File: src/rtl/irq_pkg.sv
package irq_pkg;
    localparam int PEND_W     = 8;
    localparam int IDX_W      = $clog2(PEND_W);
    localparam int MASK_W     = 4;
    localparam int MASK_SHIFT = 3;
    localparam int VEC_W      = 8;
    localparam int VEC_BASE   = 64;
    localparam int NCPU       = 2;

    // pending positions; order is priority
    localparam int POS_RESET  = 7;
    localparam int POS_VBLANK = 6;
    localparam int POS_HLINE  = 5;
    localparam int POS_CMD    = 4;
    localparam int POS_SOUND  = 3;

    typedef struct packed {
        logic reset_req;
        logic vblank;
        logic hline;
        logic sound;
    } irq_src_t;

    function automatic logic [PEND_W-1:0] src_to_vec(input irq_src_t s);
        logic [PEND_W-1:0] v;
        v = '0;
        v[POS_RESET]  = s.reset_req;
        v[POS_VBLANK] = s.vblank;
        v[POS_HLINE]  = s.hline;
        v[POS_SOUND]  = s.sound;
        return v;
    endfunction

    function automatic logic [IDX_W-1:0] top_index(input logic [PEND_W-1:0] v);
        logic [IDX_W-1:0] idx;
        idx = '0;
        for (int i = 0; i < PEND_W; i++)
            if (v[i]) idx = IDX_W'(i);
        return idx;
    endfunction
endpackage

File: src/rtl/irq_pending.sv
module irq_pending
    import irq_pkg::*;
(
    input  logic              clk,
    input  logic              rst,
    input  irq_src_t          src,
    input  logic [MASK_W-1:0] mask,
    input  logic              cmd_flag,
    input  logic              ack,
    input  logic [IDX_W-1:0]  cur_idx,
    output logic [PEND_W-1:0] pend
);
    localparam logic [PEND_W-1:0] CMD_BIT   = PEND_W'(1) << POS_CMD;
    localparam logic [PEND_W-1:0] RESET_BIT = PEND_W'(1) << POS_RESET;
    localparam logic [PEND_W-1:0] LIVE_BITS = ~((PEND_W'(1) << MASK_SHIFT) - PEND_W'(1));

    logic [PEND_W-1:0] gate, set_v, clr_v, nxt;
    logic              cmd_level;

    always_comb begin
        gate      = RESET_BIT | (PEND_W'(mask) << MASK_SHIFT);
        set_v     = src_to_vec(src) & gate & ~CMD_BIT;
        clr_v     = '0;
        if (ack && cur_idx != '0 && cur_idx != IDX_W'(POS_CMD))
            clr_v = PEND_W'(1) << cur_idx;
        cmd_level = mask[1] & cmd_flag;
        nxt       = ((pend & ~clr_v) | set_v) & LIVE_BITS & ~CMD_BIT;
        if (cmd_level) nxt = nxt | CMD_BIT;
    end

    always_ff @(posedge clk) begin
        if (rst) pend <= '0;
        else     pend <= nxt;
    end


    reset_req_sets_chk: assert property (@(posedge clk) disable iff (rst)
        src.reset_req |=> pend[POS_RESET]);

    masked_vblank_chk: assert property (@(posedge clk) disable iff (rst)
        (!pend[POS_VBLANK] && src.vblank && !mask[3]) |=> !pend[POS_VBLANK]);

    cmd_set_chk: assert property (@(posedge clk) disable iff (rst)
        (mask[1] && cmd_flag) |=> pend[POS_CMD]);

    cmd_clear_chk: assert property (@(posedge clk) disable iff (rst)
        !(mask[1] && cmd_flag) |=> !pend[POS_CMD]);

    ack_clears_vblank_chk: assert property (@(posedge clk) disable iff (rst)
        (ack && cur_idx == IDX_W'(POS_VBLANK) && !src.vblank) |=> !pend[POS_VBLANK]);

    hold_hline_chk: assert property (@(posedge clk) disable iff (rst)
        (pend[POS_HLINE] && !(ack && cur_idx == IDX_W'(POS_HLINE))) |=> pend[POS_HLINE]);
endmodule

File: src/rtl/irq_level_enc.sv
module irq_level_enc
    import irq_pkg::*;
(
    input  logic              clk,
    input  logic              rst,
    input  logic              enable,
    input  logic [PEND_W-1:0] pend,
    output logic [IDX_W-1:0]  idx_q,
    output logic [IDX_W:0]    line,
    output logic [VEC_W-1:0]  vec
);
    always_ff @(posedge clk) begin
        if (rst)          idx_q <= '0;
        else if (!enable) idx_q <= '0;
        else              idx_q <= top_index(pend);
    end

    always_comb begin
        line = {idx_q, 1'b0};
        vec  = VEC_W'(VEC_BASE) + VEC_W'(line >> 1);
    end


    gated_off_chk: assert property (@(posedge clk) disable iff (rst)
        !enable |=> idx_q == '0);

    reset_top_chk: assert property (@(posedge clk) disable iff (rst)
        (enable && pend[POS_RESET]) |=> idx_q == IDX_W'(POS_RESET));

    idle_zero_chk: assert property (@(posedge clk) disable iff (rst)
        (pend == '0) |=> idx_q == '0);
endmodule

File: src/rtl/dual_irq_ctrl.sv
module dual_irq_ctrl
    import irq_pkg::*;
(
    input  logic              clk,
    input  logic              rst,
    input  logic              ctl_enable,
    input  logic              ctl_release,
    input  logic              src_reset,
    input  logic              src_vblank,
    input  logic              src_hline,
    input  logic              src_sound,
    input  logic [MASK_W-1:0] mask_m,
    input  logic [MASK_W-1:0] mask_s,
    input  logic [NCPU-1:0]   cmd_flag,
    input  logic [NCPU-1:0]   ack,
    output logic [IDX_W:0]    line_m,
    output logic [IDX_W:0]    line_s,
    output logic [VEC_W-1:0]  vec_m,
    output logic [VEC_W-1:0]  vec_s
);
    irq_src_t                      src;
    logic                          live;
    logic [NCPU-1:0][MASK_W-1:0]   mask_a;
    logic [NCPU-1:0][PEND_W-1:0]   pend_a;
    logic [NCPU-1:0][IDX_W-1:0]    idx_a;
    logic [NCPU-1:0][IDX_W:0]      line_a;
    logic [NCPU-1:0][VEC_W-1:0]    vec_a;

    assign src    = '{reset_req: src_reset, vblank: src_vblank,
                      hline: src_hline, sound: src_sound};
    assign live   = ctl_enable & ctl_release;
    assign mask_a = {mask_s, mask_m};

    for (genvar c = 0; c < NCPU; c++) begin : g_cpu
        irq_pending u_pend (
            .clk(clk), .rst(rst), .src(src), .mask(mask_a[c]),
            .cmd_flag(cmd_flag[c]), .ack(ack[c]), .cur_idx(idx_a[c]),
            .pend(pend_a[c])
        );
        irq_level_enc u_enc (
            .clk(clk), .rst(rst), .enable(live), .pend(pend_a[c]),
            .idx_q(idx_a[c]), .line(line_a[c]), .vec(vec_a[c])
        );
    end

    assign line_m = line_a[0];
    assign line_s = line_a[1];
    assign vec_m  = vec_a[0];
    assign vec_s  = vec_a[1];


    vec_match_chk: assert property (@(posedge clk) disable iff (rst)
        vec_m == VEC_W'(VEC_BASE) + VEC_W'(line_m >> 1));

    after_reset_chk: assert property (@(posedge clk)
        rst |=> (line_m == '0 && line_s == '0));

    slave_isolated_chk: assert property (@(posedge clk) disable iff (rst)
        (pend_a[1] == '0 && !src_reset && !src_vblank && !src_hline && !src_sound
         && !cmd_flag[1]) |=> pend_a[1] == '0);
endmodule

File: config.mk
export PLATFORM = sky130hd
export DESIGN_NAME = dual_irq_ctrl
export DESIGN_NICKNAME = d
export VERILOG_FILES = /design/src/rtl/irq_pkg.sv /design/src/rtl/irq_pending.sv /design/src/rtl/irq_level_enc.sv /design/src/rtl/dual_irq_ctrl.sv
export SDC_FILE = /design/constraint.sdc
export NUM_CORES = 1
export LEC_CHECK = 0
export BUFFER_PORTS_ARGS = -buffer_cell sky130_fd_sc_hd__buf_2
export CAP_MARGIN = 20
export CORE_MARGIN = 3
export CORE_UTILIZATION = 46
export DETAILED_ROUTE_END_ITERATION = 8
export MAX_ROUTING_LAYER = met4
export PLACE_DENSITY_LB_ADDON = 0.05
export SETUP_SLACK_MARGIN = 0.5
export SLEW_MARGIN = 20
export SYNTH_ARGS = -nofsm -noshare
export SYNTH_HDL_FRONTEND = slang
export SYNTH_SLANG_ARGS = --single-unit
File: constraint.sdc
create_clock -name clk -period 2.8 [get_ports clk]
set_clock_uncertainty 0.2 [all_clocks]
set_input_delay 0.28 -clock clk [delete_from_list [all_inputs] [get_ports clk]]
set_output_delay 0.28 -clock clk [all_outputs]
set_load 0.02 [all_outputs]
# Word level (Yosys, flattened, before mapping)
# Index checks and enable logic that the tools add are counted.
[word_totals]
output_inout_bits = 24
inputBits = 20
ff_bits = 22
[classes]
add_sub_neg = 2
n_eq_ne = 2
bitwise = 12
muxes = 18
shift = 2
reduce_logical = 7
[op_table]
columns = ["operator", "n"]
rows = [
  ["$and A8 B8 Y8", 4],
  ["$mux W3", 8],
  ["$add A7 B3 Y8 const A", 2],
  ["$mux W8", 2],
  ["$not A8 Y8", 2],
  ["$or A8 B8 Y8", 2],
  ["$shl A1 B3 Y8 const A", 2],
  ["$mux W5", 2],
  ["$mux W2", 4],
  ["$ne A3 B3 Y1 const B", 2],
  ["$reduce_bool A3 Y1", 2],
  ["$logic_and A1 B1 Y1", 4],
  ["$and A1 B1 Y1", 3],
  ["$mux W1", 2],
  ["$reduce_or A2 Y1", 1],
  ["$not A1 Y1", 1],
]

# Longest topological paths before layout
[logic_depth]
word_depth = 8
ltp_mapped = 2
mapped_depth_nobuf = 2

# Hierarchy
# Synthesis repeated with hierarchy kept, for this count alone.
[hier_totals]
cells_unflattened = 111
hier_area_um2 = 967.2
[by_module_without_submodules]
columns = ["mod", "cells_per_inst", "instances", "area_per_inst_um2"]
rows = [
  ["irq_pending", 27, 2, 244.0],
  ["irq_level_enc", 28, 2, 236.5],
  ["dual_irq_ctrl", 1, 1, 6.3],
]

# Worst setup path after synthesis
# No wires, ideal clock.
[synth_timing]
path_type = "register -> output"
from = "reg g_cpu[0].u_enc.idx_q[1]"
to = "out vec_m[1]"
setup_slack_ns = 1.668
t_required_ns = 2.320
arrival_time_ns = 0.652
stages_incl_launch_ff = 2
path_buffers = 1
cell_sequence = "dfxtp_1 buf_4"
[synth_via]
elab_chain_len = 1
[synth_rtl]
columns = ["element", "line", "text"]
rows = [
  ["from (decl)", "irq_level_enc.sv:8", "output logic [IDX_W-1:0] idx_q,"],
  ["from (signal assigned)", "irq_level_enc.sv:15", "else idx_q <= top_index(pend);"],
  ["$add A7 B3 Y8", "irq_level_enc.sv:20", "vec = VEC_W'(VEC_BASE) + VEC_W'(line >> 1);"],
  ["to (decl)", "dual_irq_ctrl.sv:18", "output logic [VEC_W-1:0] vec_m,"],
]
# No other way between the ends.

# Final worst setup path
[layout_timing]
from = "in cmd_flag[0]"
to = "reg g_cpu[0].u_pend.pend[4]"
[layout_via]
elab_chain_len = 2
[layout_rtl]
columns = ["element", "line", "text"]
rows = [
  ["from (decl)", "dual_irq_ctrl.sv:14", "input logic [NCPU-1:0] cmd_flag,"],
  ["$and A1 B1 Y1", "irq_pending.sv:26", "cmd_level = mask[1] & cmd_flag;"],
  ["$mux W5", "irq_pending.sv:28", "if (cmd_level) nxt = nxt | CMD_BIT;"],
  ["to (signal assigned)", "irq_pending.sv:33", "else pend <= nxt;"],
  ["to (decl)", "irq_pending.sv:11", "output logic [PEND_W-1:0] pend"],
]
# No other way between the ends.
# A chain may end at the register's enable or synchronous reset.

==> metrics.yaml <==
synth_top_family_by_area: "simple AND/OR/NAND/NOR gates"
ctsResizeCount: 0
fillers: 147
postCtsSetupBuffers: 0
yosysUniqueCellTypes: 18
dr.pass1.iters: 3
drive_gt1_share_pct: 29.8
synth_seq_cells: 16
cp.arrival_ps: 1550
dp.cells: 129
max_freq_mhz: 635
status: "finished clean"
antenna_found_initial: 0
hpwl_um: 1160
finalWirelength_um: 1510
required_ps: 2780
finalSetupTns_ps: 0
synthMuxAreaShare_pct: 0
final_common_cell: "buf_2"
end_kind: "register"
holdCritPathClass: "primary input to register"
die_w_um: 47.8
fin_nets: 142
ctsRootBufferMaster: "clkbuf_4"
ctsHtreeMaxLevel: 1
detail_route.wl_per_cell_um: 11.0
cp-start-kind: "primary input"
rows: 14
setup_viol: 0
vdd_drop_max_uv: 303
groute.usage.overall_pct: 15.0
cts_buffers: 3
maxCapViolCount: 0
dr_total_vias: 649
ios: 44
initialDrtViolationCount: 4
grt_start_max_net_pins: 18
synth_cells: 91
period_minus_slack_ps: 1570
layout_common_cells: "31 x buf_2, 16 x dfxtp_1, 12 x conb_1, 8 x nand2_1, 8 x nor2_1"
drc_errors: 0
io_buffers: 31
yosys_warnings: 0
syn_avg_cell_area_um2: 8.81
post-route-period-util_pct: 56.2
antenna_cells: 0
viasPerCell: 4.74
synthToLayoutAreaGrowth_pct: 18.6
grt.overflow.total: 0
clk_latency_ps: 290
leakagePower_nw: 0.478
syn-cell-area_um2: 802
place_area_um2: 875
cts_tree: "built"
grt_pass1_wl_um: 2250
synthAdderAreaFrac_pct: 0
maxSlewViolCount: 0
path_class: "primary input to register"
cts_buffer_depth: 2
synth-simple-area-share_pct: 28.9
synth_seq_area_share_pct: 39.9
final_hold_viol_count: 0
core_um2: 1580
die-area_um2: 2280
place.gp.congestion: 0.762
powerDensity_nw_per_um2: 510
cp_max_fo: 1
initial_core_util_pct: 50.9
design_area_um2: 951
synth_compound_area_share_pct: 11.4
cts_num_sinks: 16
final_cells: 137
grt_pass1_vias: 543
die_y_um: 47.8
clkTransAtPathRegs_ps: 100
synth_xor_area_share_pct: 0
ant_nets: 0
rsz0062_at_grt: "no"
==> Yosys cell counts <==
cell / count / area [um^2]
and4_1: 2 / 17.5
a21oi_1: 4 / 20.0
or3b_1: 4 / 35.0
buf_2: 1 / 5.00
a31oi_1: 1 / 6.26
and4b_1: 6 / 60.1
a31oi_2: 1 / 12.5
o22ai_1: 6 / 37.5
buf_4: 18 / 135
conb_1: 2 / 7.51
or2b_1: 1 / 7.51
dfxtp_1: 16 / 320
nor2_1: 8 / 30.0
nand2_1: 8 / 30.0
nand2b_1: 7 / 43.8
a211oi_1: 2 / 15.0
nand3b_1: 1 / 7.51
inv_1: 3 / 11.3
==> flip-flops by register name (all words and copies together), names as in the netlist <==
name	flops
g_cpu.u_enc.idx_q	6
g_cpu.u_pend.pend	10
==> worst paths after layout <==
path	startpoint	endpoint	slack [ps]	cells past startpoint
worst max-delay path	cmd_flag[0]	g_cpu[0].u_pend.pend[4]	1230	5
worst min-delay path	mask_s[2]	g_cpu[1].u_pend.pend[5]	30	3
worst max register to register	g_cpu[0].u_pend.pend[5]	g_cpu[0].u_enc.idx_q[1]	1640	2
worst min register to register	g_cpu[1].u_pend.pend[3]	g_cpu[1].u_pend.pend[3]	290	2
==> what timing repair did <==
item	4_1_cts	5_1_grt
hold buffers	4	0
endpoints found under the hold margin	2	0
endpoints found under the setup margin	0	0
==> power breakdown <==
group	internal (W)	switching (W)	leakage (nW)
Combinational	0.0000325	0.0000457	0.325
Clock	0.0000792	0.0000738	0.0210
Sequential	0.000241	0.0000124	0.132
==> cell type report <==
cell class | instances | area (um^2) | share of cell area (%)
Tap cell | 16 | 20.0 | 2.11
Timing Repair Buffer | 35 | 195 | 20.5
Multi-Input combinational cell | 63 | 368 | 38.7
Sequential cell | 16 | 320 | 33.7
Inverter | 3 | 11.3 | 1.18
Clock buffer | 4 | 36.3 | 3.82
==> cell families after synthesis <==
group / after synthesis
and+or+nand+nor: 37
buffers and inverters: 22
DFF: 16
AOI/OAI and AO/OA: 14
other: 2
==> metal layers <==
layer  vias up  routed length, um  track usage (%)
li1        345                  -                -
met1       274                677             18.5
met2        28                687             21.6
met3         2                129             6.77
met4         0                 14             4.84
met5         -                  0                -
==> stage by stage <==
step / total power, W / util (%) / worst slack (ps) / hold WS, ps
2_1_floorplan: 0.000322 / - / 1670 / 194
3_3_place_gp: 0.000331 / 55.5 / 1580 / 268
3_5_place_dp: 0.000333 / 55.5 / 1570 / 274
4_1_cts: 0.000490 / 60.3 / 1250 / 28.3
5_1_grt: 0.000512 / 60.3 / 1180 / 17.0
6_report: 0.000485 / 60.3 / 1230 / 31.7
==> worst max-delay path, cell delays in order <==
cell	delay, ps
dlygate4sd3_1	540
buf_2	120
nand2_1	40
dlygate4sd3_1	540
nor2_1	40
Note: power is estimated with default switching activity, not from simulation.
